**src/rtl/dacq_pkg.sv**
```systemverilog
// Package: shared constants and types for the quad DAC register controller.
// Assumes a fixed two-byte command format: 4-bit operation + 12-bit code.
package dacq_pkg;
    localparam int CH_N     = 4;
    localparam int CODE_W   = 12;
    localparam int OP_W     = 4;
    localparam int PD_W     = 2;
    localparam int BYTE_W   = 8;
    localparam int CH_IDX_W = $clog2(CH_N);
    localparam int EXT_W    = CH_N + PD_W;
    localparam int RD_W     = OP_W + CODE_W;

    // Source selected for a DAC register on a commit.
    typedef enum logic [1:0] {
        DSRC_HOLD  = 2'd0,
        DSRC_DATA  = 2'd1,
        DSRC_INPUT = 2'd2
    } dsrc_e;

    // Power-down mode encoding.
    typedef enum logic [PD_W-1:0] {
        PD_ACTIVE = 2'd0,
        PD_HIZ    = 2'd1,
        PD_R1K    = 2'd2,
        PD_R100K  = 2'd3
    } pdm_e;

    // An assembled command.
    typedef struct packed {
        logic [OP_W-1:0]   op;
        logic [CODE_W-1:0] code;
    } cmd_t;
endpackage

```
**src/rtl/dacq_frame.sv**
```systemverilog
// Module: dacq_frame
// Collects the two data bytes of a command and raises cmd_vld at the
// acknowledge edge that follows the second byte. A frame boundary clears
// any partial command. Assumes byte_vld and ack_fall are single-cycle pulses.
module dacq_frame
    import dacq_pkg::*;
(
    input  logic              clk,
    input  logic              rst_n,
    input  logic              wr_begin,
    input  logic              frame_end,
    input  logic              byte_vld,
    input  logic [BYTE_W-1:0] byte_in,
    input  logic              ack_fall,
    output logic              cmd_vld,
    output cmd_t              cmd
);
    localparam int          CNT_W = 2;
    localparam logic [CNT_W-1:0] CNT_FULL = CNT_W'(2);

    logic [CNT_W-1:0]  cnt_q;
    logic [BYTE_W-1:0] hi_q;
    logic [BYTE_W-1:0] lo_q;
    logic              boundary;

    assign boundary = wr_begin || frame_end;
    assign cmd_vld  = ack_fall && (cnt_q == CNT_FULL) && !boundary;
    assign cmd.op   = hi_q[BYTE_W-1 -: OP_W];
    assign cmd.code = {hi_q[OP_W-1:0], lo_q};

    // Byte counter: advance on bytes, clear on commit or frame boundary.
    always_ff @(posedge clk) begin
        if (!rst_n) begin
            cnt_q <= '0;
        end else if (boundary) begin
            cnt_q <= '0;
        end else if (byte_vld && (cnt_q != CNT_FULL)) begin
            cnt_q <= cnt_q + 1'b1;
        end else if (cmd_vld) begin
            cnt_q <= '0;
        end
    end

    // Byte capture: the first byte goes high, the second goes low.
    always_ff @(posedge clk) begin
        if (!rst_n) begin
            hi_q <= '0;
            lo_q <= '0;
        end else if (byte_vld && !boundary) begin
            if (cnt_q == '0)           hi_q <= byte_in;
            else if (cnt_q == CNT_W'(1)) lo_q <= byte_in;
        end
    end

    // A frame boundary always leaves the counter empty.
    p_abort_clears_r9: assert property (@(posedge clk) disable iff (!rst_n)
        boundary |=> (cnt_q == '0));

    // A commit never fires before two bytes have been received.
    p_commit_after_two_r2: assert property (@(posedge clk) disable iff (!rst_n)
        (cnt_q != CNT_FULL) |-> !cmd_vld);
endmodule

```
**src/rtl/dacq_decode.sv**
```systemverilog
// Module: dacq_decode
// Combinational decode of a committed command into per-channel controls:
// input-register load enables, DAC-register sources and power-down writes.
// Assumes exactly four channels, matching the 2-bit channel field.
module dacq_decode
    import dacq_pkg::*;
(
    input  logic                cmd_vld,
    input  logic [OP_W-1:0]     op,
    input  logic [OP_W-1:0]     code_hi,
    input  logic [EXT_W-1:0]    ext_bits,
    output logic [CH_N-1:0]     in_ld,
    output dsrc_e               dsrc [CH_N],
    output logic [CH_N-1:0]     pd_we,
    output logic [PD_W-1:0]     pd_new,
    output logic                rd_op_we,
    output logic                rd_ch_we
);
    logic [CH_IDX_W-1:0] sel;
    logic                single;

    assign sel    = op[CH_IDX_W-1:0];
    assign single = (op[OP_W-1 -: 2] != 2'b11);
    assign pd_new = ext_bits[PD_W-1:0];

    // Read-word field updates: single-channel ops set both, broadcasts set the op.
    always_comb begin
        rd_ch_we = cmd_vld && single;
        rd_op_we = cmd_vld && (single || (op[1] == 1'b0));
    end

    // Per-channel control decode by operation group.
    always_comb begin
        in_ld = '0;
        pd_we = '0;
        for (int i = 0; i < CH_N; i++) dsrc[i] = DSRC_HOLD;
        if (cmd_vld) begin
            unique case (op[OP_W-1 -: 2])
                2'b00: begin
                    for (int i = 0; i < CH_N; i++) begin
                        in_ld[i] = (sel == CH_IDX_W'(i));
                        dsrc[i]  = (sel == CH_IDX_W'(i)) ? DSRC_DATA : DSRC_INPUT;
                    end
                end
                2'b01: begin
                    for (int i = 0; i < CH_N; i++) in_ld[i] = (sel == CH_IDX_W'(i));
                end
                2'b10: begin
                    for (int i = 0; i < CH_N; i++) begin
                        in_ld[i] = (sel == CH_IDX_W'(i));
                        dsrc[i]  = DSRC_INPUT;
                    end
                end
                default: begin
                    unique case (op[1:0])
                        2'b00: begin
                            in_ld = '1;
                            for (int i = 0; i < CH_N; i++) dsrc[i] = DSRC_DATA;
                        end
                        2'b01: in_ld = '1;
                        2'b11: begin
                            if (code_hi == '0) pd_we = ext_bits[PD_W +: CH_N];
                        end
                        default: ;
                    endcase
                end
            endcase
        end
    end
endmodule

```
**src/rtl/dacq_chan.sv**
```systemverilog
// Module: dacq_chan
// One channel: staging register, live register and power-down mode.
// The live register may take new data or the pre-commit staged value.
// Assumes controls are valid only in the commit cycle.
module dacq_chan
    import dacq_pkg::*;
(
    input  logic              clk,
    input  logic              rst_n,
    input  logic              in_ld,
    input  dsrc_e             dsrc,
    input  logic              pd_we,
    input  logic [PD_W-1:0]   pd_new,
    input  logic [CODE_W-1:0] data,
    output logic [CODE_W-1:0] dac_q,
    output logic [PD_W-1:0]   pd_q
);
    logic [CODE_W-1:0] in_q;

    // Staging register load.
    always_ff @(posedge clk) begin
        if (!rst_n)     in_q <= '0;
        else if (in_ld) in_q <= data;
    end

    // Live register update from data or the old staged value.
    always_ff @(posedge clk) begin
        if (!rst_n) begin
            dac_q <= '0;
        end else begin
            unique case (dsrc)
                DSRC_DATA:  dac_q <= data;
                DSRC_INPUT: dac_q <= in_q;
                default:    ;
            endcase
        end
    end

    // Power-down mode register; resets to the 100 k termination.
    always_ff @(posedge clk) begin
        if (!rst_n)     pd_q <= PD_R100K;
        else if (pd_we) pd_q <= pd_new;
    end
endmodule

```
**src/rtl/dacq_regctl.sv**
```systemverilog
// Module: dacq_regctl (top)
// Command and register layer for a four-channel double-buffered DAC.
// Assembles two-byte commands, decodes them, updates the channel registers
// and forms the read-back word. Assumes the slave front end supplies the
// frame, byte and acknowledge-edge pulses synchronous to clk.
module dacq_regctl
    import dacq_pkg::*;
(
    input  logic                 clk,
    input  logic                 rst_n,
    input  logic                 wr_begin,
    input  logic                 frame_end,
    input  logic                 byte_vld,
    input  logic [7:0]           byte_in,
    input  logic                 ack_fall,
    output logic [47:0]          dac_codes,
    output logic [7:0]           pd_modes,
    output logic [15:0]          rd_word
);
    logic                cmd_vld;
    cmd_t                cmd;
    logic [CH_N-1:0]     in_ld;
    dsrc_e               dsrc [CH_N];
    logic [CH_N-1:0]     pd_we;
    logic [PD_W-1:0]     pd_new;
    logic                rd_op_we;
    logic                rd_ch_we;
    logic [CODE_W-1:0]   code_w [CH_N];
    logic [PD_W-1:0]     pd_w   [CH_N];
    logic [OP_W-1:0]     last_op_q;
    logic [CH_IDX_W-1:0] last_ch_q;

    dacq_frame u_frame (
        .clk      (clk),
        .rst_n    (rst_n),
        .wr_begin (wr_begin),
        .frame_end(frame_end),
        .byte_vld (byte_vld),
        .byte_in  (byte_in),
        .ack_fall (ack_fall),
        .cmd_vld  (cmd_vld),
        .cmd      (cmd)
    );

    dacq_decode u_decode (
        .cmd_vld (cmd_vld),
        .op      (cmd.op),
        .code_hi (cmd.code[CODE_W-1 -: OP_W]),
        .ext_bits(cmd.code[EXT_W-1:0]),
        .in_ld   (in_ld),
        .dsrc    (dsrc),
        .pd_we   (pd_we),
        .pd_new  (pd_new),
        .rd_op_we(rd_op_we),
        .rd_ch_we(rd_ch_we)
    );

    for (genvar g = 0; g < CH_N; g++) begin : g_chan
        dacq_chan u_chan (
            .clk   (clk),
            .rst_n (rst_n),
            .in_ld (in_ld[g]),
            .dsrc  (dsrc[g]),
            .pd_we (pd_we[g]),
            .pd_new(pd_new),
            .data  (cmd.code),
            .dac_q (code_w[g]),
            .pd_q  (pd_w[g])
        );
        assign dac_codes[g*CODE_W +: CODE_W] = code_w[g];
        assign pd_modes[g*PD_W +: PD_W]      = pd_w[g];

        // Each selected channel takes the extended-command mode.
        p_ext_apply_r7: assert property (@(posedge clk) disable iff (!rst_n)
            (cmd_vld && cmd.op == 4'hF && cmd.code[11:8] == 4'h0 && cmd.code[PD_W+g])
            |=> (pd_w[g] == $past(cmd.code[PD_W-1:0])));
    end

    // Read-back bookkeeping: last operation and last addressed channel.
    always_ff @(posedge clk) begin
        if (!rst_n) begin
            last_op_q <= '0;
            last_ch_q <= '0;
        end else begin
            if (rd_op_we) last_op_q <= cmd.op;
            if (rd_ch_we) last_ch_q <= cmd.op[CH_IDX_W-1:0];
        end
    end

    assign rd_word = {last_op_q, code_w[last_ch_q]};

    // Without a commit nothing visible moves.
    p_no_commit_hold_r2: assert property (@(posedge clk) disable iff (!rst_n)
        !cmd_vld |=> ($stable(dac_codes) && $stable(pd_modes)));

    // Single-channel operations stage into exactly one channel.
    p_single_target_r3: assert property (@(posedge clk) disable iff (!rst_n)
        (cmd_vld && cmd.op[3:2] != 2'b11) |-> ($countones(in_ld) == 1));

    // Mode writes keep the live codes.
    p_retain_r8: assert property (@(posedge clk) disable iff (!rst_n)
        (cmd_vld && cmd.op == 4'hF) |=> $stable(dac_codes));

    // The unused operation changes nothing visible.
    p_ignored_r11: assert property (@(posedge clk) disable iff (!rst_n)
        (cmd_vld && cmd.op == 4'hE)
        |=> ($stable(dac_codes) && $stable(pd_modes) && $stable(rd_word)));
endmodule

```
**config.mk**
```make
export PLATFORM = sky130hd
export DESIGN_NAME = dacq_regctl
export DESIGN_NICKNAME = d
export VERILOG_FILES = /design/src/rtl/dacq_pkg.sv /design/src/rtl/dacq_frame.sv /design/src/rtl/dacq_decode.sv /design/src/rtl/dacq_chan.sv /design/src/rtl/dacq_regctl.sv
export SDC_FILE = /design/constraint.sdc
export NUM_CORES = 1
export LEC_CHECK = 0
export BUFFER_PORTS_ARGS = -buffer_cell sky130_fd_sc_hd__clkbuf_2
export CAP_MARGIN = 15
export CORE_ASPECT_RATIO = 0.75
export CORE_MARGIN = 2
export CORE_UTILIZATION = 40
export DETAILED_ROUTE_END_ITERATION = 8
export SLEW_MARGIN = 10
export SYNTH_ARGS = -nofsm -noshare
export SYNTH_HDL_FRONTEND = slang
export SYNTH_SLANG_ARGS = --single-unit
```
**constraint.sdc**
```tcl
create_clock -name clk -period 3.82 [get_ports clk]
set_input_delay 0.382 -clock clk [delete_from_list [all_inputs] [get_ports clk]]
set_output_delay 0.382 -clock clk [all_outputs]
set_load 0.005 [all_outputs]
```
==> results.toml <==
[synth]
synth_commonest_cells = "dfxtp_1 (128), mux2i_1 (97), nand2_1 (91)"
synth_compound_area_share_pct = 8.42
synth_nets = 633
synthMostInstantiatedCell = "dfxtp_1"
synth-main-ff-cell = "dfxtp_1"
synth-seq-cells = 128
ys_warn_count = 0
synth_area_mm2 = 0.00575
synthSimpleGateAreaFrac_pct = 20.6
synth_xor_area_share_pct = 0
seq_area_frac_synth_pct = 44.6
syn-instance-count = 612
muxShareOfSynthArea_pct = 21.6
netlist_top_cells_area = "dfxtp_1 (45%), mux2i_1 (17%), o21ai_0 (6.5%), nand2_1 (5.9%), and2_1 (5.3%)"
postSynthAreaPerCell_um2 = 9.40
synth_cell_types = 34
synth_top_area_share_pct = 44.6
synth_top_family_by_area = "multiplexers"
synth_edf_count = 0
async_flop_share_pct = 0
synth_adder_area_share_pct = 1.52
yosys.area.top_type = "dfxtp_1"

[die]
core-area_mm2 = 0.0139
io_pins = 86
start_util_pct = 41.4
dieArea_mm2 = 0.0154
std_cell_rows = 37
chipHeight_um = 108
die_x_um = 142

[final_layout]
fin_nets = 696
fillers = 1307
fin_util_pct = 49.2
area_growth_pct = 18.8
antenna_cells = 0
fin_area_mm2 = 0.00683
drive_gt1_share_pct = 20.0

[routing]
viasPerCell = 5.27
drt_iter0_markers = 226
route.detailed.drc = 0
routed_wl_um = 14800
vias = 4529
wl_per_cell_um = 17.2
dr.pass1.iters = 4
ant_nets = 0

[sta]
max_slew_margin_pct = 29.7
slew_violations = 0
fmax_mhz = 356
tns_ps = 0
finalSetupViolCount = 0
hold_viol = 0
worstMarginPinSlew_ps = 1050
rsz0062_at_grt = "false"
fin_crit_sh_pct = 73.5
finClkSkew_ps = 8.22
fin_crit_ps = 2810

[pwr]
p_leak_uw = 0.00265
p_seq_share_pct = 44.7
internal_power_uw = 2410
pwr-share-clk_pct = 53.2
powerDensity_mw_per_mm2 = 442
switching_share_pct = 20.0
p_sw_uw = 604
p_comb_share_pct = 2.1
irDropWorstVdd_v = 0.000338

[cts]
h-tree-depth = 4
ctsResizeCount = 0
cts_hold_buf = 0
clk_pin_slew_ps = 60
clock_sinks = 128
clock_path_buffers = 2
cts_setup_buffers = 0
cts_tree = "yes"
clk_latency_ps = 410
cts_inserted_buffers = 17
clock-root-buffer = "clkbuf_16"

[global_route]
grt_max_degree = 114
antenna_found_initial = 0
grt_usage_pct = 19.8
grt_pass1_wl_um = 23100
grt_overflow_total = 0
grt_pass1_vias = 4399

[placed_design]
globalplace.congestion = 0.813
port_buffers = 85
dp_hpwl_um = 9980
post_dp_cell_area_mm2 = 0.00624

[worst_setup_path]
cp.required_ps = 4130
start_kind = "flip-flop"
cp_max_fo = 15
path_buf_inv = 1
worstSetupPathType = "reg2reg"
crit_slowest_cell = "ha_1"
crit_arrival_ps = 3110
end_kind = "flip-flop"
cp_cell_sequence = "inv_1 -> ha_1 -> nand4bb_4 -> nor3_1 -> ha_1 -> mux2i_1 -> o21ai_0 -> and2_1"
cpPeakStageDelay_ps = 900
path_delay_family = "adder cells"
cp_common_cell = "ha_1"

[min_path]
min_path_type = "in2reg"

[run]
maxCapViolCount = 0

[run_status]
status = "complete, no violations"
[cells by family (layout without fill, tap and decap cells)]
| group | after synthesis | after routing |
|---|---|---|
| adders and majority gates | 7 | 7 |
| muxes | 109 | 109 |
| DFF | 128 | 128 |
| AOI/OAI and AO/OA | 91 | 91 |
| buffers and inverters | 47 | 120 |
| and+or+nand+nor | 230 | 230 |
[tightest hold or removal path, delay by kind of cell]
family | cells | cell delay [ps]
buf+inv | 1 | 90
mux | 1 | 60
simple gates | 1 | 90
[layout make-up]
| cell class | count | area [µm²] | share of cell area [%] |
|---|---|---|---|
| Clock buffer | 24 | 512 | 7.49 |
| Clock inverter | 5 | 77.6 | 1.14 |
| Inverter | 2 | 7.51 | 0.110 |
| Multi-Input combinational cell | 437 | 3000 | 43.9 |
| Sequential cell | 128 | 2560 | 37.5 |
| Tap cell | 175 | 219 | 3.20 |
| Timing Repair Buffer | 89 | 458 | 6.70 |
[path summary, 6_finish.rpt]
| kind | to | slack [ps] | cells after the start | startpoint |
|---|---|---|---|---|
| worst max-delay path | g_chan[2].u_chan.dac_q[7] | 1010 | 8 | u_frame.cnt_q[0] |
| worst min-delay path | u_frame.hi_q[3] | 250 | 3 | byte_in[3] |
| worst max register to register | g_chan[2].u_chan.dac_q[7] | 1010 | 8 | u_frame.cnt_q[0] |
| worst min register to register | g_chan[3].u_chan.in_q[8] | 460 | 2 | g_chan[3].u_chan.in_q[8] |
[power groups by stage]
| stage | Clock [µW] | Combinational, µW | Sequential (µW) |
|---|---|---|---|
| 5_1_grt | 1700 | 68.4 | 1350 |
| 3_3_place_gp | 0 | 60.1 | 1380 |
| 3_5_place_dp | 0 | 62.3 | 1380 |
| 4_1_cts | 1630 | 62.3 | 1350 |
| 2_1_floorplan | 0 | 46.5 | 1370 |
| 6_report | 1610 | 62.2 | 1350 |
[per-stage QoR]
stage / worst slack, ps / hold slack [ps] / cells / power, µW
2_1_floorplan: 1620 / 438 / 612 / 1420
3_3_place_gp: 1190 / 446 / 831 / 1440
3_5_place_dp: 1040 / 454 / 831 / 1440
4_1_cts: 1020 / 244 / 860 / 3040
5_1_grt: 808 / 258 / 860 / 3110
6_report: 1010 / 254 / 860 / 3020
[placed cells by master, fill, tap and decap left out]
master	Yosys	routed
o211ai_1	1	1
nor3_1	6	6
clkbuf_1	31	1
and2_1	49	49
clkbuf_16	0	17
o21ai_0	75	75
or4_4	1	1
dfxtp_1	128	128
clkinvlp_4	0	1
nand3_1	31	31
a211oi_1	1	1
and3_1	2	2
nand2_1	91	91
a211o_1	1	1
a21oi_1	6	6
clkbuf_2	0	84
buf_4	0	5
inv_1	2	2
nor2b_1	27	27
and4bb_2	1	1
nand2b_1	2	2
clkbuf_8	0	6
bufinv_16	0	2
o221a_2	2	2
nand3_2	1	1
o21ai_1	2	2
o21a_1	1	1
ha_1	7	7
a21boi_0	2	2
mux4_2	12	12
or3_1	1	1
nand3b_1	1	1
mux2i_1	97	97
nor3_4	1	1
nand4bb_4	1	1
nand2_2	1	1
nor2_1	12	12
nor3b_1	2	2
clkinv_2	0	2
[state kept, by name, indices dropped and copies added, names as in the netlist]
name and flops:
g_chan.u_chan.dac_q 48, g_chan.u_chan.in_q 48, g_chan.u_chan.pd_q 8, last_ch_q 2, last_op_q 4, u_frame.cnt_q 2
u_frame.hi_q 8, u_frame.lo_q 8
[routing by layer]
metal / global-route usage (%) / routed length [µm] / vias up / part of all wire, %
li1: - / - / 2238 / -
met1: 25.9 / 7050 / 2178 / 48
met2: 31.9 / 6840 / 91 / 46
met3: 4.00 / 565 / 22 / 3.8
met4: 8.20 / 314 / 0 / 2.1
met5: 0 / 0 / - / 0
Power figures use the tool's default switching activity.
